File: config.mk
export PLATFORM = sky130hd
export DESIGN_NAME = pwm_deadband_pair
export DESIGN_NICKNAME = d
export VERILOG_FILES = /design/src/rtl/pdb_pkg.sv /design/src/rtl/pdb_split.sv /design/src/rtl/pdb_side.sv /design/src/rtl/pdb_force.sv /design/src/rtl/pwm_deadband_pair.sv
export SDC_FILE = /design/constraint.sdc
export NUM_CORES = 1
export LEC_CHECK = 0
export BUFFER_PORTS_ARGS = -buffer_cell sky130_fd_sc_hd__buf_2
export CORE_MARGIN = 8
export CORE_UTILIZATION = 35
export DETAILED_ROUTE_END_ITERATION = 8
export PLACE_DENSITY = 0.56
export SYNTH_ARGS = -nofsm -noshare
export SYNTH_HDL_FRONTEND = slang
export SYNTH_SLANG_ARGS = --single-unit
export TNS_END_PERCENT = 100
File: constraint.sdc
create_clock -name clk -period 13 [get_ports clk]
set_input_delay 3.25 -clock clk [delete_from_list [all_inputs] [get_ports clk]]
set_output_delay 3.25 -clock clk [all_outputs]
set_load 0.02 [all_outputs]
File: src/rtl/pdb_pkg.sv
`timescale 1ns/1ps
package pdb_pkg;
   localparam int BAL_W     = 3;   // width of one side's balance code
   localparam int STEP_SHFT = 3;   // balance step is total >> STEP_SHFT
   localparam int MIN_TOT   = 2;   // smallest usable total gap

   typedef struct packed {
      logic hi;
      logic lo;
   } gate_pair_t;
endpackage

File: src/rtl/pdb_split.sv
`timescale 1ns/1ps
module pdb_split #(
   parameter int DT_W = 8
) (
   input  logic [DT_W-1:0]            total_i,
   input  logic [pdb_pkg::BAL_W-1:0]  bal_i,
   output logic [DT_W-1:0]            rise_o,
   output logic [DT_W-1:0]            fall_o
);
   import pdb_pkg::*;
   localparam int CW = DT_W + 4;

   logic [DT_W-1:0]        teff;
   logic signed [CW-1:0]   half_s, step_s, bal_s, prod_s, raw_s, top_s;
   logic [DT_W-1:0]        rise_sel;

   always_comb begin
      teff   = (total_i < DT_W'(MIN_TOT)) ? DT_W'(MIN_TOT) : total_i;
      half_s = $signed({4'b0, teff >> 1});
      step_s = $signed({4'b0, teff >> STEP_SHFT});
      bal_s  = $signed({{(CW-BAL_W){bal_i[BAL_W-1]}}, bal_i});
      prod_s = step_s * bal_s;
      raw_s  = half_s + prod_s;
      top_s  = $signed({4'b0, teff}) - CW'(1);
      if (raw_s < CW'(1))
         rise_sel = DT_W'(1);
      else if (raw_s > top_s)
         rise_sel = top_s[DT_W-1:0];
      else
         rise_sel = raw_s[DT_W-1:0];
      rise_o = rise_sel;
      fall_o = teff - rise_sel;
   end
endmodule

File: src/rtl/pdb_side.sv
`timescale 1ns/1ps
module pdb_side #(
   parameter int DT_W = 8
) (
   input  logic             clk,
   input  logic             rst_n,
   input  logic             pwm_i,
   input  logic             hold_i,
   input  logic [DT_W-1:0]  rise_gap_i,
   input  logic [DT_W-1:0]  fall_gap_i,
   output pdb_pkg::gate_pair_t gate_o
);
   logic            lvl_q;
   logic            on_q;
   logic [DT_W-1:0] cnt_q;
   logic [DT_W-1:0] gap_now;

   assign gap_now = lvl_q ? rise_gap_i : fall_gap_i;

   always_ff @(posedge clk) begin
      if (!rst_n) begin
         lvl_q <= 1'b0;
         on_q  <= 1'b0;
         cnt_q <= DT_W'(1);
      end else if (hold_i || (pwm_i != lvl_q)) begin
         lvl_q <= pwm_i;
         on_q  <= 1'b0;
         cnt_q <= DT_W'(1);
      end else if (!on_q) begin
         if (cnt_q >= gap_now)
            on_q <= 1'b1;
         else
            cnt_q <= cnt_q + DT_W'(1);
      end
   end

   assign gate_o.hi = on_q & lvl_q;
   assign gate_o.lo = on_q & ~lvl_q;
endmodule

File: src/rtl/pdb_force.sv
`timescale 1ns/1ps
module pdb_force #(
   parameter int SIDES = 2
) (
   input  logic [SIDES-1:0] hi_i,
   input  logic [SIDES-1:0] lo_i,
   input  logic             force_en,
   input  logic             force_hi,
   input  logic             force_lo,
   output logic [SIDES-1:0] hi_o,
   output logic [SIDES-1:0] lo_o
);
   logic safe_hi;
   assign safe_hi = force_hi & ~force_lo;

   for (genvar s = 0; s < SIDES; s++) begin : g_mux
      assign hi_o[s] = force_en ? safe_hi  : hi_i[s];
      assign lo_o[s] = force_en ? force_lo : lo_i[s];
   end
endmodule

File: src/rtl/pwm_deadband_pair.sv
`timescale 1ns/1ps
module pwm_deadband_pair #(
   parameter int DT_W  = 8,
   parameter int SIDES = 2
) (
   input  logic                              clk,
   input  logic                              rst_n,
   input  logic [DT_W-1:0]                   dead_total,
   input  logic [SIDES*pdb_pkg::BAL_W-1:0]   bal_code,
   input  logic [SIDES-1:0]                  pwm_in,
   input  logic                              force_en,
   input  logic                              force_hi,
   input  logic                              force_lo,
   output logic [SIDES-1:0]                  gate_hi,
   output logic [SIDES-1:0]                  gate_lo
);
   import pdb_pkg::*;

   if (DT_W < 4 || DT_W > 16) begin : g_bad_width
      $error("pwm_deadband_pair: DT_W must lie in 4..16");
   end
   if (SIDES < 1 || SIDES > 8) begin : g_bad_sides
      $error("pwm_deadband_pair: SIDES must lie in 1..8");
   end

   logic [SIDES-1:0] raw_hi, raw_lo;

   for (genvar s = 0; s < SIDES; s++) begin : g_side
      logic [DT_W-1:0] rise_gap, fall_gap;
      gate_pair_t      pair;

      pdb_split #(.DT_W(DT_W)) i_split (
         .total_i (dead_total),
         .bal_i   (bal_code[s*BAL_W +: BAL_W]),
         .rise_o  (rise_gap),
         .fall_o  (fall_gap)
      );

      pdb_side #(.DT_W(DT_W)) i_side (
         .clk        (clk),
         .rst_n      (rst_n),
         .pwm_i      (pwm_in[s]),
         .hold_i     (force_en),
         .rise_gap_i (rise_gap),
         .fall_gap_i (fall_gap),
         .gate_o     (pair)
      );

      assign raw_hi[s] = pair.hi;
      assign raw_lo[s] = pair.lo;
   end

   pdb_force #(.SIDES(SIDES)) i_force (
      .hi_i     (raw_hi),
      .lo_i     (raw_lo),
      .force_en (force_en),
      .force_hi (force_hi),
      .force_lo (force_lo),
      .hi_o     (gate_hi),
      .lo_o     (gate_lo)
   );
endmodule

**Yosys cells after proc, flatten, opt, wreduce, memory -nomap -nowiden**

Cells that the tools add are included.

- Bits in read-only memories: 0
- Latch bits: 0
- Memory bits (writable): 0
- Word-level logic and storage cells: 58
- Register bits: 20
- Bits of input ports: 21
- Memories: 0

- Divide/modulo/power cells: 0
- Bitwise operators: 13
- Equal/unequal tests: 2
- Reductions and logical operators: 6
- Order comparisons: 7
- Shifts and indexed selects: 0
- $mul: 2
- Add/subtract/negate cells: 7
- Muxes and demuxes: 15

Operators by type and width:

| operator | number |
|---|---|
| two-way mux 8 bit | 7 |
| adder 8 x 12 -> 12 bit | 2 |
| > comparator 12 bit | 2 |
| less-than comparator 12 x 2 -> 1 bit, second input constant | 2 |
| multiplier 6 x 3 -> 9 bit | 2 |
| adder 8 x 1 -> 8 bit, second input constant | 2 |
| greater-or-equal comparator 8 bit | 2 |
| subtractor 8 bit | 2 |
| subtractor 8 x 1 -> 9 bit, second input constant | 1 |
| less-than comparator 8 x 2 -> 1 bit, second input constant | 1 |
| two-way mux 1 bit | 8 |
| inverter 1 bit | 8 |
| AND 1 bit | 5 |
| AND reduction 2 bit | 2 |
| OR reduction 2 bit | 2 |
| logical OR 1 bit | 2 |
| inequality test 1 bit | 2 |

**Logic depth before layout (Yosys ltp)**

- Depth in word-level cells: 12
- Depth in mapped cells: 44

**Modules after synthesis**

Synthesis repeated with hierarchy kept, for this count alone.

- Cell total of the unflattened synthesis: 636
- Area, all modules: 5057.4 um^2

By module, submodules not included:

| module | times used | seq. area each (um^2) | area each (um^2) | cells each |
|---|---|---|---|---|
| pdb_split at g_side[1].i_split | 1 | 0.0 | 1811.7 | 237 |
| pdb_split at g_side[0].i_split | 1 | 0.0 | 1788.0 | 227 |
| pdb_side | 2 | 200.2 | 705.7 | 81 |
| pdb_force | 1 | 0.0 | 46.3 | 10 |

**Worst setup path before layout**

OpenSTA, ideal clock, no wires.

- Path kind: input-to-reg
- Start point: input dead_total[3]
- End point: register g_side[1].i_side.cnt_q[6]
- Path buffers: 2
- Setup slack: 2.355 ns
- Stages on the path: 36
- Required time: 12.930 ns
- Setup time: 0.070 ns
- Arrival: 10.575 ns
- Cells stage by stage: clkbuf_1 > nand2b_1 > fa_1 > fa_1 > inv_1 > ha_1 > inv_1 > fa_1 > xnor2_1 > ha_1 > or4_1 > o22ai_1 > xor2_1 > inv_1 > ha_1 > nand4_1 > nor3_1 > o22ai_1 > a21oi_1 > buf_4 > nand2_1 > o21ai_0 > nand2_1 > ha_1 > and3_1 > a211o_1 > a21o_1 > a21oi_1 > xnor2_1 > nor2_1 > xor2_1 > ha_1 > a211oi_1 > o21ai_1 > or4_1 > a21oi_1

- Cells in the longest elaborated chain, start to end: 12
- Elaborated cells on any way between the ends: 14
- Classes of those cells: add/sub (3); mul (1); order compare (4); mux (4); bitwise (1); reduce/logical (1)

Ends and longest elaborated chain:

| item | line | source |
|---|---|---|
| from (decl) | pwm_deadband_pair.sv:8 | `input logic [DT_W-1:0] dead_total,` |
| less-than comparator 8 x 2 -> 1 bit | pdb_split.sv:18 | `teff = (total_i < DT_W'(MIN_TOT)) ? DT_W'(MIN_TOT) : total_i;` |
| two-way mux 8 bit (*) | pdb_split.sv:18 |  |
| multiplier 6 x 3 -> 9 bit | pdb_split.sv:22 | `prod_s = step_s * bal_s;` |
| adder 8 x 12 -> 12 bit | pdb_split.sv:23 | `raw_s = half_s + prod_s;` |
| > comparator 12 bit | pdb_split.sv:27 | `else if (raw_s > top_s)` |
| two-way mux 8 bit | pdb_split.sv:27 |  |
| two-way mux 8 bit | pdb_split.sv:25 | `if (raw_s < CW'(1))` |
| subtractor 8 bit | pdb_split.sv:32 | `fall_o = teff - rise_sel;` |
| two-way mux 8 bit (*) | pdb_side.sv:18 | `assign gap_now = lvl_q ? rise_gap_i : fall_gap_i;` |
| greater-or-equal comparator 8 bit (*) | pdb_side.sv:30 | `if (cnt_q >= gap_now)` |
| inverter 1 bit (no source line) (*) | - |  |
| AND reduction 2 bit (no source line) (*) | - |  |
| to (signal assigned) | pdb_side.sv:33 | `cnt_q <= cnt_q + DT_W'(1);` |
| to (decl) | pdb_side.sv:15 | `logic [DT_W-1:0] cnt_q;` |

Mark *: on every way between the ends. The rest lies on a longest branch, timed or not.
A chain may end at the register's enable or synchronous reset.

**Worst setup path after layout**

- Start point: input dead_total[3]
- End point: register g_side[1].i_side.cnt_q[5]

Same word-level chain as after synthesis.

==> impl_metrics.sql <==
INSERT INTO impl_metrics (metric_group, metric, value, unit) VALUES
('timing', 'final.setup.worst_slack', '1.69', 'ns'),
('placed_design', 'place_inst', '773', ''),
('synth', 'post_synth_instance_area', '4520', 'um^2'),
('power_and_ir_drop', 'power_per_cell_area', '116', 'nW/um^2'),
('cells_and_area', 'most-common-layout-cells', '93 x sky130_fd_sc_hd__ha_1, 55 x sky130_fd_sc_hd__nand2_1, 54 x sky130_fd_sc_hd__inv_1', ''),
('cells_and_area', 'layout_commonest_cell', 'sky130_fd_sc_hd__ha_1', ''),
('cells_and_area', 'fin_cells', '777', ''),
('worst_setup_path', 'critPathMaxStageDelay', '0.60', 'ns'),
('worst_setup_path', 'worst_setup_path_end_kind', 'flip-flop', ''),
('floorplanning', 'dieHeight', '130', 'um'),
('cells_and_area', 'nFillCells', '1356', ''),
('global_route', 'groute.layer.met3.usage', '0.00857', ''),
('placed_design', 'gp_congestion', '0.859', ''),
('synth', 'postSynth.asyncResetShare', '0', ''),
('global_route', 'grtUsageMet1', '0.163', ''),
('synth', 'synth_fp_nets', '724', ''),
('cts', 'ctsRootBufferMaster', 'sky130_fd_sc_hd__clkbuf_16', ''),
('drt', 'drt_first_iter_violations', '172', ''),
('synth', 'post_synth.cell_area_avg', '7.59', 'um^2'),
('power_and_ir_drop', 'clock_power_share', '0.122', ''),
('cts', 'clk-insertion-delay-late', '0.25', 'ns'),
('worst_setup_path', 'worst_case_reg_to_reg_path_depth', '11', ''),
('power_and_ir_drop', 'share_seq_of_total_power', '0.117', ''),
('drt', 'antenna_violating_nets_post_route', '0', ''),
('power_and_ir_drop', 'intPower', '296', 'uW'),
('min_path', 'worst_hold_path.endpoint', 'g_side[0].i_side.cnt_q[7]', ''),
('synth', 'synth_ff_type', 'sky130_fd_sc_hd__dfxtp_1', ''),
('floorplanning', 'core_area', '12600', 'um^2'),
('worst_setup_path', 'critPathMaxFanout', '16', ''),
('min_path', 'min-delay-path-class', 'reg -> reg', ''),
('timing', 'finalSetupViolCount', '0', ''),
('worst_setup_path', 'worst-endpoint-required', '13.18', 'ns'),
('synth', 'synth.distinct_cells', '55', ''),
('cts', 'cts_tree', 'yes', ''),
('worst_setup_path', 'worst_path_max_delay_cell', 'sky130_fd_sc_hd__or4_1', ''),
('worst_setup_path', 'cp_data_arrival_time', '11.49', 'ns'),
('min_path', 'holdCritStartpoint', 'g_side[0].i_side.cnt_q[7]', ''),
('run_status', 'run_status', 'completed', ''),
('floorplanning', 'floorplan.die_area', '16800', 'um^2'),
('min_path', 'hold-path-cell-count', '2', ''),
('cts', 'cts.clk_slew.worst_paths', '0.05', 'ns'),
('placed_design', 'port-buffer-count', '24', ''),
('timing', 'maxClockFrequency', '88.4', 'MHz'),
('drt', 'drt_wl_total', '10.2', 'mm'),
('floorplanning', 'initial_utilization', '0.359', ''),
('cts', 'cts-root-to-sink-buffers', '2', ''),
('worst_setup_path', 'setup.reg_to_reg.worst_slack', '9.85', 'ns'),
('global_route', 'grt_first_pass_wirelength', '17.6', 'mm'),
('power_and_ir_drop', 'switching_power', '268', 'uW'),
('timing', 'fin_worst_skew', '0.00166', 'ns'),
('cts', 'post_cts.repair.setup_buffers', '0', ''),
('run', 'cap_viol_max_count', '0', ''),
('worst_setup_path', 'timing_worst_setup_path_type', 'in -> reg', ''),
('cells_and_area', 'layout-drive-gt1-share', '0.0678', ''),
('timing', 'maxSlewHeadroom', '0.367', ''),
('placed_design', 'dp_hpwl', '8.46', 'mm'),
('global_route', 'use_met2', '0.214', ''),
('worst_setup_path', 'r2r_end', 'g_side[1].i_side.cnt_q[5]', ''),
('worst_setup_path', 'reg2reg_from', 'g_side[1].i_side.lvl_q', ''),
('timing', 'least_margin_pin_slew', '0.940', 'ns'),
('cells_and_area', 'diodes', '0', ''),
('synth', 'synth.yosys.seq_area_share', '0.0885', ''),
('timing', 'drv_slew', '0', ''),
('synth', 'synthesis.yosys.warnings', '0', ''),
('worst_setup_path', 'worst_setup_path_start_kind', 'primary input', ''),
('worst_setup_path', 'timing.critical_path.buf_inv', '6', ''),
('synth', 'count_of_flip_flops_with_a_built_in_enable_after_synthesis', '0', ''),
('drt', 'drt-vias-per-instance', '5.21', ''),
('global_route', 'grt_use_total', '0.124', ''),
('worst_setup_path', 'cp_common_cell', 'sky130_fd_sc_hd__ha_1', ''),
('floorplanning', 'chipWidth', '130', 'um');
-- power groups by stage --
stage / clock (uW) / sequential [uW] / combinational (uW)
after CTS: 70.0 / 66.2 / 431
after global placement: 0 / 67.7 / 420
final: 68.6 / 66.2 / 429
after detailed placement: 0 / 67.6 / 429
after floorplan: 0 / 65.4 / 352
after global routing: 72.4 / 66.7 / 496
-- metal layers --
metal | vias up | share of wire
met5 | - | 0
met4 | 0 | 0.020
met3 | 12 | 0.027
met2 | 59 | 0.44
met1 | 1860 | 0.51
li1 | 2120 | -
-- worst max path at each step --
stage	slack, ns	depth (start not counted)	endpoint	startpoint
floorplan	2.35	36	g_side[1].i_side.cnt_q[6]	dead_total[3]
global route	0.90	36	g_side[1].i_side.cnt_q[5]	dead_total[4]
global placement	1.66	38	g_side[1].i_side.cnt_q[5]	dead_total[3]
detailed placement	1.45	38	g_side[1].i_side.cnt_q[7]	dead_total[3]
CTS	1.69	36	g_side[1].i_side.cnt_q[5]	dead_total[3]
finish	1.69	38	g_side[1].i_side.cnt_q[5]	dead_total[3]
-- Yosys cell counts (2+ instances only) --
cell type | number | area, um^2
sky130_fd_sc_hd__ha_1 | 93 | 1160
sky130_fd_sc_hd__nand2_1 | 55 | 206
sky130_fd_sc_hd__inv_1 | 54 | 203
sky130_fd_sc_hd__a21oi_1 | 44 | 220
sky130_fd_sc_hd__nor2_1 | 44 | 165
sky130_fd_sc_hd__o21ai_0 | 31 | 155
sky130_fd_sc_hd__dfxtp_1 | 20 | 400
sky130_fd_sc_hd__xnor2_1 | 20 | 175
sky130_fd_sc_hd__xor2_1 | 19 | 166
sky130_fd_sc_hd__and2_1 | 17 | 106
sky130_fd_sc_hd__a21o_1 | 16 | 120
sky130_fd_sc_hd__clkbuf_1 | 16 | 60.1
sky130_fd_sc_hd__nand3_1 | 16 | 80.1
sky130_fd_sc_hd__fa_1 | 14 | 280
sky130_fd_sc_hd__nand2b_1 | 14 | 87.6
sky130_fd_sc_hd__a211oi_1 | 10 | 75.1
sky130_fd_sc_hd__a31oi_1 | 10 | 62.6
sky130_fd_sc_hd__mux2i_1 | 8 | 80.1
sky130_fd_sc_hd__or4_1 | 8 | 60.1
sky130_fd_sc_hd__o21bai_1 | 7 | 52.6
sky130_fd_sc_hd__nor2b_1 | 6 | 37.5
sky130_fd_sc_hd__o211ai_1 | 6 | 45.0
sky130_fd_sc_hd__o21ai_1 | 6 | 30.0
sky130_fd_sc_hd__or3_1 | 6 | 37.5
sky130_fd_sc_hd__and3_1 | 5 | 31.3
sky130_fd_sc_hd__nor3_1 | 5 | 25.0
sky130_fd_sc_hd__nand4_1 | 4 | 25.0
sky130_fd_sc_hd__o21a_1 | 4 | 30.0
sky130_fd_sc_hd__o31ai_1 | 4 | 30.0
sky130_fd_sc_hd__buf_2 | 3 | 15.0
sky130_fd_sc_hd__nor4_1 | 3 | 18.8
sky130_fd_sc_hd__a2111oi_0 | 2 | 17.5
sky130_fd_sc_hd__a211o_1 | 2 | 17.5
sky130_fd_sc_hd__a31oi_2 | 2 | 25.0
sky130_fd_sc_hd__o22ai_1 | 2 | 12.5
-- kinds of logic (layout without fill, tap and decap cells) --
group	Yosys count	after routing	synth area share
xor gates and xnor gates	40	40	0.0791
and+or+nand+nor	188	188	0.204
AOI/OAI and AO/OA	158	158	0.226
muxes	8	8	0.0177
buffers and inverters	75	84	0.0655
adders and majority gates	107	107	0.319
DFF	20	20	0.0885
-- flip-flops by register name (all words and copies together), names as in the netlist --
register and flops:
g_side.i_side.lvl_q 2, g_side.i_side.cnt_q 16, g_side.i_side.on_q 2
-- stage by stage --
stage / area (um^2) / hold slack (ns) / util / total power [uW]
2_1_floorplan: 4520 / 0.456 / - / 418
3_3_place_gp: 4780 / 0.475 / 0.379 / 488
3_5_place_dp: 4780 / 0.484 / 0.379 / 497
4_1_cts: 4870 / 0.494 / 0.386 / 568
5_1_grt: 4870 / 0.501 / 0.386 / 636
6_report: 4870 / 0.492 / 0.386 / 564
-- area by class of cell --
cell class              instances  area, um^2  share of cell area
clock buffers                   4        88.8              0.0182
inverters                      54         203              0.0416
multi-input cells             501        3830               0.786
flip-flops and latches         20         400              0.0822
well taps                     172         215              0.0442
repair buffers                 26         135              0.0277
-- tightest hold or removal path, delay by kind of cell (launching register included) --
kind,cells,cell delay (ns)
DFF,1,0.32
AOI/OAI and AO/OA,2,0.13
Power figures use the tool's default switching activity.
